--- config.mk ---
export PLATFORM = sky130hd
export DESIGN_NAME = dir_ctrl
export DESIGN_NICKNAME = d
export VERILOG_FILES = /design/src/rtl/dir_pkg.sv /design/src/rtl/dir_table.sv /design/src/rtl/inv_pick.sv /design/src/rtl/dir_ctrl.sv
export SDC_FILE = /design/constraint.sdc
export NUM_CORES = 1
export LEC_CHECK = 0
export ABC_AREA = 1
export BUFFER_PORTS_ARGS = -buffer_cell sky130_fd_sc_hd__clkbuf_2
export CORE_MARGIN = 2
export CORE_UTILIZATION = 52
export CTS_BUF_LIST = sky130_fd_sc_hd__clkbuf_4
export DETAILED_ROUTE_END_ITERATION = 7
export HOLD_SLACK_MARGIN = 0.08
export PLACE_DENSITY = 0.78
export SYNTH_ARGS = -nofsm -noshare
export SYNTH_HDL_FRONTEND = slang
export SYNTH_HIERARCHICAL = 1
export SYNTH_SLANG_ARGS = --single-unit
--- constraint.sdc ---
create_clock -name clk -period 2.5 [get_ports clk]
set_input_delay 0.125 -clock clk [delete_from_list [all_inputs] [get_ports clk]]
set_output_delay 0.125 -clock clk [all_outputs]
set_load 0.01 [all_outputs]
--- src/rtl/dir_pkg.sv ---
package dir_pkg;

    typedef enum logic [1:0] {
        MSG_RD_MISS = 2'd0,
        MSG_WR_MISS = 2'd1,
        MSG_WRBACK  = 2'd2,
        MSG_NONE    = 2'd3
    } msg_kind_e;

    typedef enum logic [1:0] {
        BLK_UNCACHED = 2'd0,
        BLK_SHARED   = 2'd1,
        BLK_EXCL     = 2'd2
    } blk_state_e;

endpackage

--- src/rtl/dir_table.sv ---
module dir_table
    import dir_pkg::*;
#(
    parameter int NUM_CACHES = 4,
    parameter int NUM_BLOCKS = 8,
    parameter int IDW = 2,
    parameter int BW = 3
) (
    input  logic                  clk,
    input  logic                  rst_n,
    input  logic [BW-1:0]         rd_blk,
    output blk_state_e            rd_state,
    output logic [NUM_CACHES-1:0] rd_pres,
    output logic [IDW-1:0]        rd_owner,
    input  logic                  wr_en,
    input  logic [BW-1:0]         wr_blk,
    input  blk_state_e            wr_state,
    input  logic [NUM_CACHES-1:0] wr_pres,
    input  logic [IDW-1:0]        wr_owner
);

    blk_state_e            st_q   [NUM_BLOCKS];
    logic [NUM_CACHES-1:0] pres_q [NUM_BLOCKS];
    logic [IDW-1:0]        own_q  [NUM_BLOCKS];

    always_ff @(posedge clk) begin
        if (!rst_n) begin
            for (int i = 0; i < NUM_BLOCKS; i++) begin
                st_q[i]   <= BLK_UNCACHED;
                pres_q[i] <= '0;
                own_q[i]  <= '0;
            end
        end else if (wr_en) begin
            st_q[wr_blk]   <= wr_state;
            pres_q[wr_blk] <= wr_pres;
            own_q[wr_blk]  <= wr_owner;
        end
    end

    assign rd_state = st_q[rd_blk];
    assign rd_pres  = pres_q[rd_blk];
    assign rd_owner = own_q[rd_blk];

    // An exclusive entry names exactly one sharer, and that sharer is the owner
    assert_excl_sole_owner_R6: assert property (@(posedge clk) disable iff (!rst_n)
        (wr_en && wr_state == BLK_EXCL) |-> ($countones(wr_pres) == 1 && wr_pres[wr_owner]));

    // Returning a block to Uncached empties its presence vector
    assert_uncached_empty_R7: assert property (@(posedge clk) disable iff (!rst_n)
        (wr_en && wr_state == BLK_UNCACHED) |-> (wr_pres == '0));

    // Stored exclusive entries keep a single presence bit
    assert_stored_excl_onehot_R3: assert property (@(posedge clk) disable iff (!rst_n)
        (rd_state == BLK_EXCL) |-> $onehot(rd_pres));

endmodule

--- src/rtl/inv_pick.sv ---
module inv_pick #(
    parameter int NUM_CACHES = 4,
    parameter int IDW = 2
) (
    input  logic [NUM_CACHES-1:0] vec,
    output logic [IDW-1:0]        idx
);

    // lowest set bit wins so invalidates leave in ascending cache order
    always_comb begin
        idx = '0;
        for (int i = NUM_CACHES - 1; i >= 0; i--) begin
            if (vec[i]) idx = IDW'(i);
        end
    end

endmodule

--- src/rtl/dir_ctrl.sv ---
module dir_ctrl
    import dir_pkg::*;
#(
    parameter int NUM_CACHES = 4,
    parameter int NUM_BLOCKS = 8,
    parameter int DATA_W = 16,
    localparam int IDW = (NUM_CACHES > 1) ? $clog2(NUM_CACHES) : 1,
    localparam int BW  = (NUM_BLOCKS > 1) ? $clog2(NUM_BLOCKS) : 1
) (
    input  logic              clk,
    input  logic              rst_n,
    input  logic              req_valid,
    output logic              req_ready,
    input  logic [1:0]        req_kind,
    input  logic [IDW-1:0]    req_src,
    input  logic [BW-1:0]     req_blk,
    input  logic [DATA_W-1:0] req_data,
    output logic              rep_valid,
    output logic [IDW-1:0]    rep_dst,
    output logic [DATA_W-1:0] rep_data,
    output logic              inv_valid,
    output logic [IDW-1:0]    inv_dst,
    output logic [BW-1:0]     inv_blk,
    output logic              fetch_valid,
    output logic [IDW-1:0]    fetch_dst,
    output logic [BW-1:0]     fetch_blk,
    output logic [BW-1:0]     mem_addr,
    output logic              mem_we,
    output logic [DATA_W-1:0] mem_wdata,
    input  logic [DATA_W-1:0] mem_rdata
);

    localparam logic [NUM_CACHES-1:0] BIT0 = {{(NUM_CACHES-1){1'b0}}, 1'b1};

    typedef enum logic [2:0] {S_IDLE, S_INVAL, S_FETCH, S_AWAIT, S_REPLY} fsm_e;

    fsm_e                  state_q, state_d;
    msg_kind_e             kind_q, in_kind;
    logic [IDW-1:0]        src_q, owner_q, pick_idx;
    logic [BW-1:0]         blk_q;
    logic [NUM_CACHES-1:0] scan_q, scan_d;
    logic [NUM_CACHES-1:0] req_oh, src_oh, own_oh;
    logic                  wb_match;

    blk_state_e            rd_state, wr_state;
    logic [NUM_CACHES-1:0] rd_pres, wr_pres;
    logic [IDW-1:0]        rd_owner, wr_owner;
    logic                  wr_en;
    logic [BW-1:0]         wr_blk;

    assign in_kind  = msg_kind_e'(req_kind);
    assign req_oh   = BIT0 << req_src;
    assign src_oh   = BIT0 << src_q;
    assign own_oh   = BIT0 << owner_q;
    assign wb_match = (in_kind == MSG_WRBACK) && (req_src == owner_q) && (req_blk == blk_q);

    dir_table #(
        .NUM_CACHES(NUM_CACHES), .NUM_BLOCKS(NUM_BLOCKS), .IDW(IDW), .BW(BW)
    ) i_table (
        .clk(clk), .rst_n(rst_n),
        .rd_blk(req_blk), .rd_state(rd_state), .rd_pres(rd_pres), .rd_owner(rd_owner),
        .wr_en(wr_en), .wr_blk(wr_blk), .wr_state(wr_state), .wr_pres(wr_pres), .wr_owner(wr_owner)
    );

    inv_pick #(.NUM_CACHES(NUM_CACHES), .IDW(IDW)) i_pick (
        .vec(scan_q), .idx(pick_idx)
    );

    // state register and per-message context
    always_ff @(posedge clk) begin
        if (!rst_n) begin
            state_q <= S_IDLE;
            kind_q  <= MSG_NONE;
            src_q   <= '0;
            owner_q <= '0;
            blk_q   <= '0;
            scan_q  <= '0;
        end else begin
            state_q <= state_d;
            scan_q  <= scan_d;
            if (state_q == S_IDLE && req_valid) begin
                kind_q  <= in_kind;
                src_q   <= req_src;
                blk_q   <= req_blk;
                owner_q <= rd_owner;
            end
        end
    end

    // transitions and directory updates
    always_comb begin
        state_d  = state_q;
        scan_d   = scan_q;
        wr_en    = 1'b0;
        wr_blk   = blk_q;
        wr_state = BLK_UNCACHED;
        wr_pres  = '0;
        wr_owner = src_q;
        unique case (state_q)
            S_IDLE: begin
                wr_blk = req_blk;
                if (req_valid) begin
                    case (in_kind)
                        MSG_RD_MISS: begin
                            if (rd_state == BLK_EXCL) begin
                                state_d = S_FETCH;
                            end else begin
                                wr_en    = 1'b1;
                                wr_state = BLK_SHARED;
                                wr_pres  = rd_pres | req_oh;
                                wr_owner = rd_owner;
                                state_d  = S_REPLY;
                            end
                        end
                        MSG_WR_MISS: begin
                            if (rd_state == BLK_EXCL) begin
                                state_d = S_FETCH;
                            end else begin
                                scan_d = (rd_state == BLK_SHARED) ? (rd_pres & ~req_oh) : '0;
                                if (scan_d != '0) begin
                                    state_d = S_INVAL;
                                end else begin
                                    wr_en    = 1'b1;
                                    wr_state = BLK_EXCL;
                                    wr_pres  = req_oh;
                                    wr_owner = req_src;
                                    state_d  = S_REPLY;
                                end
                            end
                        end
                        MSG_WRBACK: begin
                            if (rd_state == BLK_EXCL && rd_owner == req_src) begin
                                wr_en    = 1'b1;
                                wr_state = BLK_UNCACHED;
                                wr_pres  = '0;
                                wr_owner = rd_owner;
                            end
                        end
                        default: ;
                    endcase
                end
            end
            S_INVAL: begin
                scan_d = scan_q & ~(BIT0 << pick_idx);
                if (scan_d == '0) begin
                    wr_en    = 1'b1;
                    wr_state = BLK_EXCL;
                    wr_pres  = src_oh;
                    wr_owner = src_q;
                    state_d  = S_REPLY;
                end
            end
            S_FETCH: state_d = S_AWAIT;
            S_AWAIT: begin
                if (req_valid && wb_match) begin
                    wr_en = 1'b1;
                    if (kind_q == MSG_RD_MISS) begin
                        wr_state = BLK_SHARED;
                        wr_pres  = src_oh | own_oh;
                        wr_owner = owner_q;
                    end else begin
                        wr_state = BLK_EXCL;
                        wr_pres  = src_oh;
                        wr_owner = src_q;
                    end
                    state_d = S_REPLY;
                end
            end
            S_REPLY: state_d = S_IDLE;
            default: state_d = S_IDLE;
        endcase
    end

    // outputs
    always_comb begin
        req_ready   = 1'b0;
        rep_valid   = 1'b0;
        inv_valid   = 1'b0;
        fetch_valid = 1'b0;
        mem_we      = 1'b0;
        mem_addr    = req_blk;
        unique case (state_q)
            S_IDLE: begin
                req_ready = 1'b1;
                mem_we    = req_valid && (in_kind == MSG_WRBACK) &&
                            (rd_state == BLK_EXCL) && (rd_owner == req_src);
            end
            S_INVAL: inv_valid = 1'b1;
            S_FETCH: fetch_valid = 1'b1;
            S_AWAIT: begin
                req_ready = wb_match;
                mem_we    = req_valid && wb_match;
            end
            S_REPLY: begin
                rep_valid = 1'b1;
                mem_addr  = blk_q;
            end
            default: ;
        endcase
    end

    assign rep_dst   = src_q;
    assign rep_data  = mem_rdata;
    assign inv_dst   = pick_idx;
    assign inv_blk   = blk_q;
    assign fetch_dst = owner_q;
    assign fetch_blk = blk_q;
    assign mem_wdata = req_data;

    assert_one_msg_out_R11: assert property (@(posedge clk) disable iff (!rst_n)
        $onehot0({rep_valid, inv_valid, fetch_valid}));

    assert_fetch_pulse_R11: assert property (@(posedge clk) disable iff (!rst_n)
        fetch_valid |=> !fetch_valid);

    assert_inv_skips_requester_R4: assert property (@(posedge clk) disable iff (!rst_n)
        inv_valid |-> (inv_dst != rep_dst));

    assert_await_owner_wb_R9: assert property (@(posedge clk) disable iff (!rst_n)
        fetch_valid |=> (!req_ready || (req_kind == 2'd2 && req_src == $past(fetch_dst) &&
                                        req_blk == $past(fetch_blk))));

    assert_reply_single_R10: assert property (@(posedge clk) disable iff (!rst_n)
        rep_valid |=> !rep_valid);

endmodule

# [Word-level counts from Yosys, hierarchy flattened]
# Memories as Yosys holds them, arrays and structs flattened.
# Index checks and enable logic that the tools add are counted.
[word_totals] ff_bits=16 ram_bits=64 inputBits=42 wordCells=128 n_memories=3
[mem_list] name="i_table.pres_q" depth=8 word_bits=4 read_ports=1 rd_ports_with_merged_regs=0 wr=8 line_no="dir_table.sv:23" rtl="logic [NUM_CACHES-1:0] pres_q [NUM_BLOCKS];"
[mem_list] name="i_table.own_q" depth=8 word_bits=2 read_ports=1 rd_ports_with_merged_regs=0 wr=8 line_no="dir_table.sv:24" rtl="logic [IDW-1:0] own_q [NUM_BLOCKS];"
[mem_list] name="i_table.st_q" depth=8 word_bits=2 read_ports=1 rd_ports_with_merged_regs=0 wr=8 line_no="dir_table.sv:22" rtl="blk_state_e st_q [NUM_BLOCKS];"
[classes] eq_ne=17 n_shift=4 n_mux=73 bitwise_logic=6 reduce_logical=19
[ops] op="4-bit two-way mux" n=12
[ops] op="2-bit two-way mux" n=19
[ops] op="3-bit two-way mux" n=11
[ops] op="1-bit two-way mux" n=18
[ops] op="4-bit case mux with 2 select lines" n=2
[ops] op="1-bit by 2-bit << shifter with 4-bit output, first input constant" n=4
[ops] op="2-bit case mux with 3 select lines" n=2
[ops] op="3-bit case mux with 4 select lines" n=1
[ops] op="4-bit case mux with 3 select lines" n=1
[ops] op="4-bit AND" n=2
[ops] op="1-bit logical AND" n=8
[ops] op="2-bit != test, second input constant" n=4
[ops] op="4-bit NOT" n=2
[ops] op="4-bit OR" n=2
[ops] op="2-bit case mux with 2 select lines" n=2
[ops] op="4-bit AND reduction" n=2
[ops] op="3-bit by 2-bit == test with 1-bit output, second input constant" n=2
[ops] op="1-bit case mux with 3 select lines" n=2
[ops] op="3-bit case mux with 2 select lines" n=1
[ops] op="2-bit by 1-bit == test with 1-bit output, second input constant" n=2
[ops] op="2-bit == test" n=2
[ops] op="2-bit == test, second input constant" n=2
[ops] op="2-bit logical NOT" n=2
[ops] op="4-bit logical NOT" n=1
[ops] op="other kinds (11)" n=13

# [Longest topological paths before layout]
# Gate-level depths: netlist of run 1.
[depth] ltp_word=15 mapped_depth=20 depth_no_buf=18

# [Hierarchy]
# Netlist of run 1, hierarchy kept.
[by_module_without_submodules] mod="dir_table" instances=1 cells_each=378 area_each_um2=3253.1 seq_area_each_um2=1921.8
[by_module_without_submodules] mod="dir_ctrl" instances=1 cells_each=312 area_each_um2=1773.0 seq_area_each_um2=320.3
[by_module_without_submodules] mod="inv_pick" instances=1 cells_each=6 area_each_um2=33.8 seq_area_each_um2=0.0

# [Worst setup path before layout of run 1]
# OpenSTA, ideal clock, no wires.
[synth_path] path_kind="input to register" start="in req_blk[1]" end="mem i_table.own_q[0][0], enable pin" setup_time_ns=0.329 t_arrival_ns=2.141 required_time_ns=2.171 setup_slack_ns=0.030 cell_stages=19 path_cell_list="buf_2 -> inv_2 -> buf_4 -> nand3_1 -> nand2_1 -> nand2_1 -> nand2_1 -> inv_1 -> nand2_1 -> inv_1 -> nor2_1 -> nand3_1 -> nand3_1 -> nand2_1 -> nand3_1 -> nand2_4 -> nor2_4 -> nand2_4 -> nand2_1"
[synth_lines] item="from (decl)" line_no="dir_ctrl.sv:16" rtl="input logic [BW-1:0] req_blk,"
[synth_lines] item="to (decl)" line_no="dir_table.sv:24"

==> impl_results.md, run 1 <==
* Worst-case clock buffer depth at 2
* Placed Cells at 862
* CTS tree: done
* Total CTS buffers at 9
* TritonRoute pass-1 iters at 5
* Mean Syn Cell Area at 7.270 um2
* Vias in the first global route at 4,315
* Hold Path Class: in2reg
* Die area at 0.01054 mm2
* Vias at 4,668
* GRT Total Usage at 26.74%
* CTS sink count at 80
* Area delta synth->final at 16.12%
* Core area at 0.009594 mm2
* Fillers at 829
* DRC errors left at 0
* Synthesized Nets at 738
* Mapped Cells at 696
* Post-route minimum period at 2371 ps
* Rel. slew slack at 72.37%
* Distinct cells, synth at 30
* Status: complete, no violations
* Gr ovfl total at 0
* Final WS setup at 129.2 ps
* Worst vdd ir at 0.4997 mV
* DP Wirelength at 9.941 mm
* Layout cells sized above 1 at 20.64%
* Chip width at 102.6 um
* Global-route wire length before repair at 21.03 mm
* Clock skew at 19.15 ps
* Port Buffers at 29
* Warnings, synthesis at 6
* # rows at 36
* # diodes at 0
* Worst skew pair latency at 470 ps
* Crit Path Category: reg2reg
* Routed length per placed instance at 15.29 um
* Area of the mapped netlist at 0.005060 mm2
* Setup WS pre-CTS at -217.4 ps
* Max-cap violation count at 0
* WP data required at 2690 ps
* Fmax achieved at 421.8 MHz
* Worst path arrival time at 2560 ps
* CTS root buf: clkbuf_4
* Maximum fanout along the worst path at 8
* Synthesized flop and latch total at 80
* Lkg Pwr at 2.855 nW
* Drt total wl at 13.52 mm
* # IOs at 94
* DR iter-0 viols at 321
* Nets at 788
* Final hold violation count at 0
* Post-DRT Antenna Nets at 0
* Worst Setup End Kind: register
* GP Congestion at 1.011
* Post-synthesis sequential area ratio at 44.31%
* Tcrit/Tclk final at 94.83%
* Pin count of the biggest net entering global routing at 37
* Slew Limit Fails at 0
* Worst Max-Slew Pin Slew at 413.0 ps
* Util after Layout at 61.24%
* Initial antenna violation count at 0
* H-Tree Depth at 3
* Final std cells w/o fill at 884
* CP Launch Type: register
* Final setup fails at 0
* Die height at 102.6 um
* Starting density of the core at 52.74%
* Worst-path clk slew at 150 ps
* P per Cell Area at 724.7 mW/mm2
* Via/cell ratio at 5.281
* Pwr Total at 4.258 mW
==> where the power goes <==
| group | switching [mW] | internal (mW) | total [mW] |
|---|---|---|---|
| logic | 1.11 | 0.638 | 1.75 |
| registers | 0.105 | 1.58 | 1.68 |
| clock network | 0.513 | 0.314 | 0.828 |
==> Yosys cell counts <==
library cell | count | area (um2)
a31o_2 | 2 | 17.52
a31oi_1 | 1 | 6.260
buf_4 | 40 | 300.3
nor2_4 | 5 | 56.30
o22ai_1 | 1 | 6.260
buf_6 | 2 | 22.52
o21ai_0 | 29 | 145.1
clkbuf_1 | 2 | 7.510
nand3_1 | 63 | 315.3
nor2_1 | 104 | 390.4
a21oi_1 | 10 | 50.05
or2_2 | 2 | 12.51
and3_1 | 1 | 6.260
inv_1 | 112 | 420.4
nand2_1 | 199 | 747.0
edfxtp_1 | 64 | 1922
nor3_2 | 1 | 10.01
buf_2 | 7 | 35.03
o211ai_1 | 2 | 15.01
dfxtp_1 | 16 | 320.3
o22ai_2 | 1 | 12.51
nand4_2 | 1 | 12.51
nor2_2 | 1 | 6.260
nor3_1 | 2 | 10.01
o21ai_2 | 1 | 8.760
a21oi_2 | 1 | 8.760
xnor2_1 | 1 | 8.760
inv_2 | 6 | 22.52
nand2_4 | 9 | 101.4
nand4_1 | 10 | 62.56
==> final timing paths <==
path / startpoint / endpoint / slack (ps) / cells after the start
max: i_table/st_q[1][0]$_SDFFCE_PN0P_ / i_table/pres_q[3][0]$_SDFFCE_PN0P_ / 130 / 19
min: req_blk[0] / fetch_blk[0]$_SDFFE_PN0P_ / 190 / 4
max reg2reg: i_table/st_q[1][0]$_SDFFCE_PN0P_ / i_table/pres_q[3][0]$_SDFFCE_PN0P_ / 130 / 19
min reg2reg: kind_q[0]$_SDFFE_PN1P_ / kind_q[0]$_SDFFE_PN1P_ / 480 / 2
==> layer usage <==
layer  global-route usage, %  wire length [um]  share of wire, %
met1                   34.29              5413                40
met2                   44.24              6682                49
met3                   6.169              1127               8.3
met4                   10.05               294               2.2
met5                       0                 0                 0
==> cell usage in the layout, fill, tap and decap left out, types with 2 or more instances in the layout <==
cell and n:
dlygate4sd3_1 4, nand2_1 188, a21oi_1 10, or2_2 2, nor2_4 11, nor3_1 2, clkbuf_4 9, inv_1 109
nand2_2 4, nand4_1 10, inv_2 9, dfxtp_1 16, buf_4 46, o211ai_1 2, nand2_4 16, a31o_2 2
nand3_1 62, nor2_1 96, nor2_2 3, o21ai_0 29, edfxtp_1 64, clkinvlp_4 2, buf_12 11, clkbuf_2 29
==> sequential cells by signal (all words and copies together), names as in the netlist <==
signal          count
kind_q              2
fetch_blk           3
scan_q              4
i_table/st_q       16
fetch_dst           2
state_q             3
i_table/own_q      16
rep_dst             2
i_table/pres_q     32
==> through the flow <==
step	area (um2)	hold slack (ps)	setup TNS (ps)
final	5876	192.0	0
after global routing	5876	170.1	-264.9
after CTS	5771	145.9	0
after detailed placement	5544	250.1	-11130
after global placement	5544	250.1	-6655
after floorplan	5060	251.3	0
==> critical path, stage by stage, from the launching register on <==
cell and delay, ps:
edfxtp_1 350, inv_1 40, nand2_1 60, nand3_1 90, nand2_1 90, nand2_1 60, nand2_2 130, inv_2 60
nand2_4 100, inv_2 60, nor2_4 120, nand3_1 100, nand3_1 70, nand2_1 60, nand3_2 80, nand2_4 70
nor2_4 220, nand2_4 110, nand2_4 80, buf_12 120
==> timing repair <==
item / 4_1_cts / 5_1_grt
gates cloned: 0 / 0
pin swaps: 2 / 11
gates resized for setup: 8 / 28
hold endpoints to repair: 5 / 0
endpoints found under the setup margin: 64 / 123
hold buffers: 4 / 0
setup buffers: 1 / 1
==> cell families (layout without fill, tap and decap cells) <==
family / count (synthesis) / after routing / share of synthesized area, %
AND/OR/NAND/NOR: 398 / 398 / 34.20
buffers and inverters: 169 / 224 / 15.97
flip-flops: 80 / 80 / 44.31
AO/OA/AOI/OAI: 48 / 48 / 5.341
XOR/XNOR: 1 / 1 / 0.1731
==> layout make-up <==
cell class | instances | area [um2] | share of cell area (%)
clock inverter | 7 | 78.83 | 1.342
multi-input combinational | 447 | 2127 | 36.20
sequential | 80 | 2242 | 38.16
tap | 133 | 166.4 | 2.832
clock buffer | 9 | 67.56 | 1.150
inverter | 118 | 442.9 | 7.538
timing repair buffer | 90 | 750.7 | 12.78
Power figures use the tool's default switching activity.
==> inputs of run 2 (changes only) <==
PLACE_DENSITY = 0.79   (was 0.78)
SETUP_SLACK_MARGIN = 0.4   (was unset)
SYNTH_HIERARCHICAL = unset   (was 1)
==> run 2 against run 1 <==
Via count decreased by 2.6%; design area is 0.77% higher; worst setup slack gained 97 ps; sequential share of layout area fell by 0.27 points; count of clock-buffer cells in the layout up 1; combinational power rose by 9%; utilization increased by 2.8 points; register-to-register slack better by 110 ps; worst hold slack lost 90 ps; fmax rose by 4.3%; synthesized area fell by 1.8%; total power grew 1.8%; critical path type is now reg2out; largest cell class is now multi-input combinational cells.
==> impl_results.md, run 2 <==
* CTS tree: done
* Chip width at 101.7 um
* Total CTS buffers at 9
* Post-DRT Antenna Nets at 0
* Reg2Reg Launch Point: i_table.st_q[5][1]$_SDFFCE_PN0P_
* Worst path arrival time at 2150 ps
* Rel. slew slack at 21.91%
* Core area at 0.009240 mm2
* Routed wl met2 at 6.507 mm
* Via/cell ratio at 5.710
* Pint at 2.427 mW
* Synth area leaders: edfxtp_1 39%, nand2_1 11%, dfxtp_1 6.4%, nor2_1 6.3%, inv_1 5.6%
* Max FFs per register at 32
* Vias at 4,545
* Final setup fails at 0
* Mapped Cells at 618
* Status: complete, no violations
* Slew Limit Fails at 0
* Gr ovfl total at 0
* Fmax achieved at 439.8 MHz
* Number of synthesized flops with an enable pin at 64
* Lkg Pwr at 2.440 nW
* P_sw at 1.906 mW
* Comb power frac at 43.7%
* Register-to-register setup slack at 240 ps
* Routed length on met3 at 1.590 mm
* H-Tree Depth at 3
* DP Wirelength at 9.507 mm
* Largest Register: i_table.pres_q
* Vias in the first global route at 4,237
* Routed length per placed instance at 18.05 um
* Clock skew at 19.55 ps
* Area of the mapped netlist at 0.004967 mm2
* Fraction of registers with async set or reset after synthesis at 0%
* Post-Route Setup TNS at 0 ps
* Worst skew pair latency at 460 ps
* R2R Path End: i_table.pres_q[3][2]$_SDFFCE_PN0P_
* Initial antenna violation count at 0
* M1 WL at 5.644 mm
* P per Cell Area at 731.9 mW/mm2
* # diodes at 0
* # rows at 35
* Synthesized Nets at 660
* Fillers at 758
* Nets at 704
* Top cells by count, synth: 145 x nand2_1, 83 x nor2_1, 74 x inv_1
* Port Buffers at 29
* Area delta synth->final at 19.19%
* # IOs at 94
* DRC errors left at 0
* DR iter-0 viols at 433
* Max layer used: met4
* Worst-case clock buffer depth at 2
* Maximum fanout along the worst path at 2
* Clk pwr share at 17.0%
* Most frequent cells in the layout: 132 x nand2_1, 70 x inv_1, 64 x edfxtp_1
* Final hold violation count at 0
* Distinct cells, synth at 39
* Die area at 0.01035 mm2
* Mean Syn Cell Area at 8.038 um2
* Worst-path clk slew at 130 ps
* Unrepaired setup endpoints after global routing: true
* Starting density of the core at 53.76%
* CP Launch Type: register
* Worst Setup End Kind: output port
* Commonest non-fill, non-tap cell in the layout: nand2_1
* Die height at 101.7 um
* Worst vdd ir at 0.3479 mV
* Warnings, synthesis at 0
* Max-cap violation count at 0
* Worst setup path endpoint: mem_we
* Post-route minimum period at 2274 ps
* GP Congestion at 0.9622
* Crit Path Category: reg2out
* Worst Max-Slew Pin Slew at 1171 ps
* Pin count of the biggest net entering global routing at 37
* Global-route wire length before repair at 22.28 mm
* FF-to-FF path depth at 15
* Worst setup startpoint: i_table.own_q[3][0]$_SDFFCE_PN0P_
* Top-area cell type share of the netlist area at 38.69%
* Ys flop type: edfxtp_1
* Layout cells sized above 1 at 32.08%
* TritonRoute pass-1 iters at 5
* GRT Total Usage at 28.81%
* CTS root buf: clkbuf_4
* Biggest regs: i_table.pres_q: 32 flops, i_table.own_q: 16 flops, i_table.st_q: 16 flops
* Drt total wl at 14.37 mm
* Hold Path Class: in2reg
* Post-synth top area cell: edfxtp_1
* CTS sink count at 80
* Tcrit/Tclk final at 90.94%
* Switching Fraction at 43.98%
* WP data required at 2380 ps
* Post-synthesis sequential area ratio at 45.14%
* Register share of total power at 39.3%
* Most common cell in the netlist: nand2_1
* Worst hold margin at 101.7 ps
* Synthesized flop and latch total at 80
## run 2: changes by cell type in the layout (fill, tap and decap cells not counted), sizes merged, moves of 3 or more
| cell | delta |
|---|---|
| nand3 | -3 |
| o31ai | +3 |
| nand2 | -52 |
| dlygate4sd3 | -4 |
| nand4 | -11 |
| o22ai | +3 |
| a31oi | +3 |
| nor2 | -24 |
| o21ai | +5 |
| inv | -39 |
| a21oi | +29 |
| nor3 | +4 |
## run 2: per-layer routing
metal  vias up  global-route usage, %
met4         0                  15.38
met1      2118                  39.11
met5         -                      0
met2       298                  43.83
li1       2076                      -
met3        53                  5.383
## run 2: cell type report
class | instances | area [um2] | share of cell area [%]
tap | 129 | 161.4 | 2.726
multi-input combinational | 405 | 2394 | 40.43
timing repair buffer | 87 | 698.2 | 11.79
sequential | 80 | 2243 | 37.89
clock inverter | 6 | 42.54 | 0.7185
inverter | 79 | 306.5 | 5.178
clock buffer | 10 | 75.07 | 1.268
## run 2: stage by stage
stage | worst slack (ps) | total power [mW] | std cells | utilization (%) | cell area (um2)
CTS | 315.3 | 4.185 | 794 | 62.68 | 5792
global placement | 16.42 | 3.319 | 766 | 56.68 | 5238
floorplan | 425.8 | 2.768 | 618 | - | 4970
detailed placement | 16.27 | 3.338 | 766 | 56.68 | 5238
finish | 226.4 | 4.333 | 796 | 64.08 | 5921
global route | 140.9 | 4.507 | 796 | 64.08 | 5921
## run 2: worst min path at each step
stage | start | end | slack [ps] | depth (start not counted)
2_1_floorplan | req_src[0] | rep_dst[0]$_SDFFE_PN0P_ | 320 | 2
3_3_place_gp | req_data[13] | mem_wdata[13] | 250 | 0
3_5_place_dp | req_data[13] | mem_wdata[13] | 250 | 0
4_1_cts | req_src[1] | rep_dst[1]$_SDFFE_PN0P_ | 80 | 3
5_1_grt | req_src[1] | rep_dst[1]$_SDFFE_PN0P_ | 110 | 3
6_report | req_src[1] | rep_dst[1]$_SDFFE_PN0P_ | 100 | 3
## run 2: what timing repair did
| action | 4_1_cts | 5_1_grt |
|---|---|---|
| cloned | 0 | 0 |
| setup endpoints to repair | 129 | 132 |
| pin swaps | 46 | 17 |
| resized for setup | 89 | 32 |
| buffers inserted | 12 | 2 |
| hold buffers | 0 | 0 |
## run 2: logic make-up (layout without fill, tap and decap cells)
group | after synthesis | count (layout) | synth area share, %
AND/OR/NAND/NOR | 309 | 309 | 29.17
flip-flops | 80 | 80 | 45.14
XOR/XNOR | 1 | 1 | 0.1764
AO/OA/AOI/OAI | 95 | 95 | 11.21
buffers and inverters | 133 | 182 | 14.31
## run 2: power groups by stage
stage / sequential, mW / combinational [mW] / clock, mW
floorplan: 1.72 / 1.05 / 0
global route: 1.72 / 2.02 / 0.767
CTS: 1.70 / 1.77 / 0.719
global placement: 1.72 / 1.60 / 0
finish: 1.70 / 1.90 / 0.737
detailed placement: 1.73 / 1.61 / 0
## run 2: critical path, cell delays in order (launching register included)
cell	delay, ps
edfxtp_1	390
inv_1	60
nand2_1	40
nand3_1	120
nand3_1	170
nand3_1	140
nand2_1	90
nor2_4	130
nand3_2	110
buf_6	150
o21ai_2	130
buf_2	160
